<file path="config.mk">
export PLATFORM = sky130hd
export DESIGN_NAME = clkroot_regbank
export DESIGN_NICKNAME = d
export VERILOG_FILES = /design/src/rtl/clkroot_pkg.sv /design/src/rtl/clkroot_shadow.sv /design/src/rtl/clkroot_commit_fsm.sv /design/src/rtl/clkroot_active.sv /design/src/rtl/clkroot_readmux.sv /design/src/rtl/clkroot_regbank.sv
export SDC_FILE = /design/constraint.sdc
export NUM_CORES = 1
export LEC_CHECK = 0
export BUFFER_PORTS_ARGS = -buffer_cell sky130_fd_sc_hd__buf_4
export CORE_MARGIN = 5
export CORE_UTILIZATION = 47
export DETAILED_ROUTE_END_ITERATION = 6
export PLACE_DENSITY = 0.73
export SLEW_MARGIN = 20
export SYNTH_ARGS = -nofsm -noshare
export SYNTH_HDL_FRONTEND = slang
export SYNTH_SLANG_ARGS = --single-unit
</file>
<file path="constraint.sdc">
create_clock -name clk -period 1.6 [get_ports clk]
set_input_delay 0.32 -clock clk [delete_from_list [all_inputs] [get_ports clk]]
set_output_delay 0.32 -clock clk [all_outputs]
set_load 0.05 [all_outputs]
</file>
<file path="src/rtl/clkroot_pkg.sv">
package clkroot_pkg;

    // Commit sequencer states
    typedef enum logic [0:0] {
        ST_IDLE    = 1'b0,
        ST_PENDING = 1'b1
    } commit_state_e;

    // Counter register slots (M, N, D) in address order
    localparam int unsigned NUM_CNT_REGS = 3;

    // Configuration field positions (read-modify-write layout)
    localparam int unsigned SRC_LSB  = 8;
    localparam int unsigned MODE_LSB = 12;
    localparam int unsigned HW_BIT   = 20;

    // Address offsets relative to CFG_OFS
    localparam int unsigned CFG_REL  = 4;
    localparam int unsigned CNT_REL  = 8;
    localparam int unsigned CNT_STEP = 4;

endpackage

</file>
<file path="src/rtl/clkroot_shadow.sv">
module clkroot_shadow
    import clkroot_pkg::*;
#(
    parameter int unsigned ADDR_W  = 8,
    parameter int unsigned CFG_OFS = 0,
    parameter int unsigned PDIV_W  = 5,
    parameter int unsigned SRC_W   = 3,
    parameter int unsigned MODE_W  = 2,
    parameter int unsigned CNT_W   = 8
) (
    input  logic                                  clk,
    input  logic                                  rst_n,
    input  logic                                  wr_en,
    input  logic [ADDR_W-1:0]                     addr,
    input  logic [31:0]                           wdata,
    output logic [SRC_W-1:0]                      sh_src,
    output logic [PDIV_W-1:0]                     sh_pdiv,
    output logic [MODE_W-1:0]                     sh_mode,
    output logic                                  sh_hw,
    output logic [NUM_CNT_REGS-1:0][CNT_W-1:0]    sh_cnt
);

    localparam logic [ADDR_W-1:0] CFG_ADDR = ADDR_W'(CFG_OFS + CFG_REL);

    logic unused_wdata;
    assign unused_wdata = ^wdata;

    always_ff @(posedge clk) begin
        if (!rst_n) begin
            sh_src  <= '0;
            sh_pdiv <= '0;
            sh_mode <= '0;
            sh_hw   <= 1'b0;
        end else if (wr_en && addr == CFG_ADDR) begin
            sh_pdiv <= wdata[PDIV_W-1:0];
            sh_src  <= wdata[SRC_LSB +: SRC_W];
            sh_mode <= wdata[MODE_LSB +: MODE_W];
            sh_hw   <= wdata[HW_BIT];
        end
    end

    for (genvar g = 0; g < NUM_CNT_REGS; g++) begin : g_cnt
        localparam logic [ADDR_W-1:0] SLOT_ADDR =
            ADDR_W'(CFG_OFS + CNT_REL + CNT_STEP * g);
        logic [CNT_W-1:0] slot_q;

        always_ff @(posedge clk) begin
            if (!rst_n)
                slot_q <= '0;
            else if (wr_en && addr == SLOT_ADDR)
                slot_q <= wdata[CNT_W-1:0];
        end

        assign sh_cnt[g] = slot_q;
    end

endmodule

</file>
<file path="src/rtl/clkroot_commit_fsm.sv">
module clkroot_commit_fsm
    import clkroot_pkg::*;
#(
    parameter int unsigned COMMIT_CYC = 4
) (
    input  logic clk,
    input  logic rst_n,
    input  logic upd_req,
    output logic busy,
    output logic commit
);

    localparam int unsigned CW = $clog2(COMMIT_CYC + 1);
    localparam logic [CW-1:0] LAST = CW'(COMMIT_CYC - 1);

    commit_state_e st_q, st_d;
    logic [CW-1:0] cnt_q, cnt_d;

    // State register
    always_ff @(posedge clk) begin
        if (!rst_n) begin
            st_q  <= ST_IDLE;
            cnt_q <= '0;
        end else begin
            st_q  <= st_d;
            cnt_q <= cnt_d;
        end
    end

    // Transitions: START, COUNT, FINISH
    always_comb begin
        st_d  = st_q;
        cnt_d = cnt_q;
        unique case (st_q)
            ST_IDLE: begin
                if (upd_req) begin
                    st_d  = ST_PENDING;
                    cnt_d = '0;
                end
            end
            ST_PENDING: begin
                if (cnt_q == LAST) begin
                    st_d  = ST_IDLE;
                    cnt_d = '0;
                end else begin
                    cnt_d = cnt_q + 1'b1;
                end
            end
            default: begin
                st_d  = ST_IDLE;
                cnt_d = '0;
            end
        endcase
    end

    // Outputs
    always_comb begin
        busy   = 1'b0;
        commit = 1'b0;
        unique case (st_q)
            ST_IDLE:    ;
            ST_PENDING: begin
                busy   = 1'b1;
                commit = (cnt_q == LAST);
            end
            default:    ;
        endcase
    end

endmodule

</file>
<file path="src/rtl/clkroot_active.sv">
module clkroot_active
    import clkroot_pkg::*;
#(
    parameter int unsigned PDIV_W = 5,
    parameter int unsigned SRC_W  = 3,
    parameter int unsigned MODE_W = 2,
    parameter int unsigned CNT_W  = 8
) (
    input  logic                               clk,
    input  logic                               rst_n,
    input  logic                               commit,
    input  logic [SRC_W-1:0]                   sh_src,
    input  logic [PDIV_W-1:0]                  sh_pdiv,
    input  logic [MODE_W-1:0]                  sh_mode,
    input  logic                               sh_hw,
    input  logic [NUM_CNT_REGS-1:0][CNT_W-1:0] sh_cnt,
    output logic [SRC_W-1:0]                   act_src,
    output logic [PDIV_W-1:0]                  act_pdiv,
    output logic [MODE_W-1:0]                  act_mode,
    output logic                               act_hw,
    output logic [NUM_CNT_REGS-1:0][CNT_W-1:0] act_cnt
);

    always_ff @(posedge clk) begin
        if (!rst_n) begin
            act_src  <= '0;
            act_pdiv <= '0;
            act_mode <= '0;
            act_hw   <= 1'b0;
            act_cnt  <= '0;
        end else if (commit) begin
            act_src  <= sh_src;
            act_pdiv <= sh_pdiv;
            act_mode <= sh_mode;
            act_hw   <= sh_hw;
            act_cnt  <= sh_cnt;
        end
    end

endmodule

</file>
<file path="src/rtl/clkroot_readmux.sv">
module clkroot_readmux
    import clkroot_pkg::*;
#(
    parameter int unsigned ADDR_W  = 8,
    parameter int unsigned CFG_OFS = 0,
    parameter int unsigned PDIV_W  = 5,
    parameter int unsigned SRC_W   = 3,
    parameter int unsigned MODE_W  = 2,
    parameter int unsigned CNT_W   = 8
) (
    input  logic                               clk,
    input  logic                               rst_n,
    input  logic                               rd_en,
    input  logic [ADDR_W-1:0]                  addr,
    input  logic                               busy,
    input  logic                               root_off,
    input  logic [SRC_W-1:0]                   sh_src,
    input  logic [PDIV_W-1:0]                  sh_pdiv,
    input  logic [MODE_W-1:0]                  sh_mode,
    input  logic                               sh_hw,
    input  logic [NUM_CNT_REGS-1:0][CNT_W-1:0] sh_cnt,
    output logic [31:0]                        rdata,
    output logic                               rd_valid
);

    localparam logic [ADDR_W-1:0] CMD_ADDR = '0;
    localparam logic [ADDR_W-1:0] CFG_ADDR = ADDR_W'(CFG_OFS + CFG_REL);

    logic [31:0] cfg_word;
    logic [31:0] word_d;

    always_comb begin
        cfg_word = '0;
        cfg_word[PDIV_W-1:0]          = sh_pdiv;
        cfg_word[SRC_LSB +: SRC_W]    = sh_src;
        cfg_word[MODE_LSB +: MODE_W]  = sh_mode;
        cfg_word[HW_BIT]              = sh_hw;
    end

    always_comb begin
        word_d = '0;
        if (addr == CMD_ADDR) begin
            word_d[0]  = busy;
            word_d[31] = root_off;
        end else if (addr == CFG_ADDR) begin
            word_d = cfg_word;
        end else begin
            for (int i = 0; i < NUM_CNT_REGS; i++) begin
                if (addr == ADDR_W'(CFG_OFS + CNT_REL + CNT_STEP * i))
                    word_d = 32'(sh_cnt[i]);
            end
        end
    end

    always_ff @(posedge clk) begin
        if (!rst_n) begin
            rdata    <= '0;
            rd_valid <= 1'b0;
        end else begin
            rd_valid <= rd_en;
            if (rd_en)
                rdata <= word_d;
        end
    end

endmodule

</file>
<file path="src/rtl/clkroot_regbank.sv">
module clkroot_regbank
    import clkroot_pkg::*;
#(
    parameter int unsigned ADDR_W     = 8,
    parameter int unsigned CFG_OFS    = 0,
    parameter int unsigned PDIV_W     = 5,
    parameter int unsigned SRC_W      = 3,
    parameter int unsigned MODE_W     = 2,
    parameter int unsigned CNT_W      = 8,
    parameter int unsigned COMMIT_CYC = 4
) (
    input  logic              clk,
    input  logic              rst_n,
    input  logic              bus_wr_en,
    input  logic              bus_rd_en,
    input  logic [ADDR_W-1:0] bus_addr,
    input  logic [31:0]       bus_wdata,
    output logic [31:0]       bus_rdata,
    output logic              bus_rd_valid,
    input  logic              root_off_i,
    output logic [SRC_W-1:0]  act_src,
    output logic [PDIV_W-1:0] act_pdiv,
    output logic [MODE_W-1:0] act_mode,
    output logic              act_hwctl,
    output logic [CNT_W-1:0]  act_m,
    output logic [CNT_W-1:0]  act_n,
    output logic [CNT_W-1:0]  act_d
);

    logic [SRC_W-1:0]                   sh_src;
    logic [PDIV_W-1:0]                  sh_pdiv;
    logic [MODE_W-1:0]                  sh_mode;
    logic                               sh_hw;
    logic [NUM_CNT_REGS-1:0][CNT_W-1:0] sh_cnt;
    logic [NUM_CNT_REGS-1:0][CNT_W-1:0] act_cnt;
    logic                               upd_req;
    logic                               upd_busy;
    logic                               upd_commit;

    assign upd_req = bus_wr_en && (bus_addr == '0) && bus_wdata[0];

    clkroot_shadow #(
        .ADDR_W(ADDR_W), .CFG_OFS(CFG_OFS), .PDIV_W(PDIV_W),
        .SRC_W(SRC_W), .MODE_W(MODE_W), .CNT_W(CNT_W)
    ) u_shadow (
        .clk(clk), .rst_n(rst_n), .wr_en(bus_wr_en), .addr(bus_addr),
        .wdata(bus_wdata), .sh_src(sh_src), .sh_pdiv(sh_pdiv),
        .sh_mode(sh_mode), .sh_hw(sh_hw), .sh_cnt(sh_cnt)
    );

    clkroot_commit_fsm #(
        .COMMIT_CYC(COMMIT_CYC)
    ) u_fsm (
        .clk(clk), .rst_n(rst_n), .upd_req(upd_req),
        .busy(upd_busy), .commit(upd_commit)
    );

    clkroot_active #(
        .PDIV_W(PDIV_W), .SRC_W(SRC_W), .MODE_W(MODE_W), .CNT_W(CNT_W)
    ) u_active (
        .clk(clk), .rst_n(rst_n), .commit(upd_commit),
        .sh_src(sh_src), .sh_pdiv(sh_pdiv), .sh_mode(sh_mode),
        .sh_hw(sh_hw), .sh_cnt(sh_cnt),
        .act_src(act_src), .act_pdiv(act_pdiv), .act_mode(act_mode),
        .act_hw(act_hwctl), .act_cnt(act_cnt)
    );

    clkroot_readmux #(
        .ADDR_W(ADDR_W), .CFG_OFS(CFG_OFS), .PDIV_W(PDIV_W),
        .SRC_W(SRC_W), .MODE_W(MODE_W), .CNT_W(CNT_W)
    ) u_rd (
        .clk(clk), .rst_n(rst_n), .rd_en(bus_rd_en), .addr(bus_addr),
        .busy(upd_busy), .root_off(root_off_i),
        .sh_src(sh_src), .sh_pdiv(sh_pdiv), .sh_mode(sh_mode),
        .sh_hw(sh_hw), .sh_cnt(sh_cnt),
        .rdata(bus_rdata), .rd_valid(bus_rd_valid)
    );

    assign act_m = act_cnt[0];
    assign act_n = act_cnt[1];
    assign act_d = act_cnt[2];

endmodule

</file>
==> metrics.md <==
| Metric | Value |
|---|---|
| Status | finished, final reports clean |
| Wire per inst | 14.7 um |
| Dpl hpwl | 6630 um |
| Area leader, netlist | dfxtp_1 |
| Worst-skew pair later-pin latency | 0.35 ns |
| Cts-stage hold buffer count | 0 |
| Setup TNS | 0 ns |
| CP most frequent cell | buf_4 |
| Max stage delay cell, worst path | or4_4 |
| YS warnings | 0 |
| Fin cells | 623 |
| Drt via density | 5.13 |
| DR top layer | met4 |
| Port Buffers | 77 |
| Ys flop type | dfxtp_1 |
| Number of synthesized flops with an enable pin | 0 |
| # Post-CTS Setup Buffers | 0 |
| Die W | 101 um |
| Num Clock Sinks | 90 |
| Core ar. | 0.00818 mm2 |
| Max cap viols | 0 |
| Fin worst setup slack | 0.128 ns |
| GRT Util Overall | 17.8% |
| Met2 WL | 4430 um |
| Layout cell share with drive strength beyond 1 | 23.7% |
| Yosys reg bits | 90 |
| Final Cell Area | 0.00482 mm2 |
| NumNets Final | 559 |
| Largest net degree at the start of global routing | 48 |
| Area Overhead vs Synth | 22.8% |
| Number of global-route vias before repair | 2,914 |
| Root buf cell | clkbuf_8 |
| Pwr/cell area | 852 mW/mm2 |
| Final Cycle Share | 92.0% |
| Initial Utilization | 48.0% |
| Hold Crit Class | input port to flop |
| Die Y-Extent | 101 um |
| CP Launch Type | input port |
| Initial antenna violation count | 0 |
| Max Buffers Root-to-Sink | 2 |
| TritonCTS clock tree | done |
| Hold_ws | 0.228 ns |
| Mapped Cells | 437 |
| Sequential area share after synthesis | 45.9% |
| Commonest non-fill, non-tap cell in the layout | nand2_1 |
| Placed Instances | 607 |
| LEAKAGE | 1.95 nW |
| Ys async rst share | 0% |
| Yosys top cell area share | 45.9% |
| Post-route DRC | 0 |
| CTS Buf Count | 9 |
| RSZ-0062 raised after global routing | no |
| Post-Route WL | 9150 um |
| Deepest level of the CTS H-tree | 3 |
| Final setup violation count | 0 |
| Die area | 0.0103 mm2 |
| CP required | 1.88 ns |
| Post-CTS sizing | 0 |
| Critical Path End Type | flop |
| Antenna Nets Post-Route | 0 |
| Boundary pin count | 113 |
| Post-Place Setup Slack | -0.225 ns |
| Max Fclk | 680 MHz |
| First-pass GRT wire length | 14,500 um |
| Netlist cell types | 42 |
| Max-slew violation count | 0 |
| Overall Power | 4.11 mW |
| Worst VDD drop | 0.470 mV |
| Met3 wire length | 588 um |
| Crit path largest cell delay | 0.58 ns |
| Post-Route M1 WL | 3970 um |
| Fillers | 737 |
| Most frequent cells in the layout | 135 x nand2_1, 96 x buf_4, 90 x dfxtp_1 |
| Pre-Repair DR Iteration Count | 4 |
| CTS clock-pin slew for the worst setup and hold paths | 0.09 ns |
| CP max FO | 8 |
| Clock skew | 0.00965 ns |
| Hold Vio Cnt, Final | 0 |
| Routability cong. | 0.821 |
| Synthesized area | 0.00393 mm2 |
| Post-DP Area | 0.00463 mm2 |
| Finished Core Util | 59.0% |
| GRT overflow | 0 |
| Largest cells by area after synthesis | dfxtp_1 46%, nand2_1 13%, mux2i_1 9.7%, a21boi_0 6.7%, buf_4 3.4% |
| Initial DRC count | 202 |
| Critical-path cell list | buf_4, or4_4, nor4b_2, buf_4, mux2i_1 |
| Routed via count | 3,197 |
| Worst Path Arrival | 1.75 ns |
| Tmin final | 1.47 ns |
| # diodes | 0 |
| Cell row count | 33 |
| WS Path Type | input port to flop |
| Syn_area_per_cell | 8.99 um2 |
==> cell usage after synthesis, types with 3 or more instances <==
library cell / instances
nand2_1: 135
dfxtp_1: 90
mux2i_1: 38
a21boi_0: 35
clkbuf_1: 26
buf_4: 18
nor2b_1: 9
nor4_1: 7
o21a_1: 7
nand2b_1: 6
nor4bb_1: 6
o31ai_1: 6
a21oi_1: 5
a221oi_1: 4
nand3b_1: 4
nand4b_1: 4
and3b_1: 3
buf_2: 3
nand4_1: 3
o211ai_1: 3
==> worst max-delay path, delay by kind of cell <==
kind	cells	cell delay, ns
multiplexers	1	0.22
buffers and inverters	2	0.37
AND/OR/NAND/NOR	2	0.84
==> where the power goes <==
part	total, mW	internal, mW	switching [mW]	leakage [nW]
Clock	1.54	0.726	0.817	0.0889
Combinational	0.324	0.108	0.217	1.13
Sequential	2.24	2.24	0.00153	0.725
==> metal layers <==
| metal | vias to the layer above | track usage, % |
|---|---|---|
| li1 | 1611 | - |
| met1 | 1477 | 24.2 |
| met2 | 97 | 28.7 |
| met3 | 12 | 2.27 |
| met4 | 0 | 7.46 |
| met5 | - | 0 |
==> sequential cells by signal, summed over array words and instances (netlist names) <==
| name | count |
|---|---|
| u_active.act_cnt | 24 |
| u_shadow.g_cnt.slot_q | 24 |
| u_rd.rdata | 15 |
| u_active.act_pdiv | 5 |
| u_shadow.sh_pdiv | 5 |
| u_active.act_src | 3 |
| u_fsm.cnt_q | 3 |
| u_shadow.sh_src | 3 |
| u_active.act_mode | 2 |
| u_shadow.sh_mode | 2 |
| u_active.act_hw | 1 |
| u_fsm.st_q | 1 |
| u_rd.rd_valid | 1 |
| u_shadow.sh_hw | 1 |
==> worst paths after layout <==
check | from | end | slack [ns] | depth (start not counted)
setup / recovery | bus_addr[5] | u_shadow.g_cnt[1].slot_q[4]$_SDFFE_PN0P_ | 0.13 | 5
hold / removal | bus_wdata[8] | u_shadow.sh_src[0]$_SDFFE_PN0P_ | 0.23 | 3
setup reg to reg | u_fsm.cnt_q[0]$_SDFFE_PN0P_ | u_active.act_pdiv[4]$_SDFFE_PN0P_ | 0.26 | 5
hold reg to reg | u_active.act_cnt[16]$_SDFFE_PN0P_ | u_active.act_cnt[16]$_SDFFE_PN0P_ | 0.47 | 2
==> logic make-up (layout without fill, tap and decap cells) <==
group / Yosys count / after routing / synth area share [%]
other: 1 / 17 / 0.0955
flip-flops: 90 / 90 / 45.9
adder cells (fa/ha/maj): 1 / 1 / 0.319
buffers and inverters: 51 / 116 / 7.07
multiplexers: 38 / 38 / 9.68
AO/OA/AOI/OAI: 65 / 65 / 12.2
AND/OR/NAND/NOR: 191 / 191 / 24.8
==> cell type report <==
cell class / count / area [um2] / share of cell area, %
repair buffers: 99 / 781 / 16.2
multi-input cells: 312 / 1910 / 39.6
inverters: 1 / 3.75 / 0.0778
clock inverters: 6 / 66.3 / 1.37
clock buffers: 10 / 128 / 2.65
well taps: 105 / 131 / 2.72
flip-flops and latches: 90 / 1800 / 37.4
Note: power is estimated with default switching activity, not from simulation.
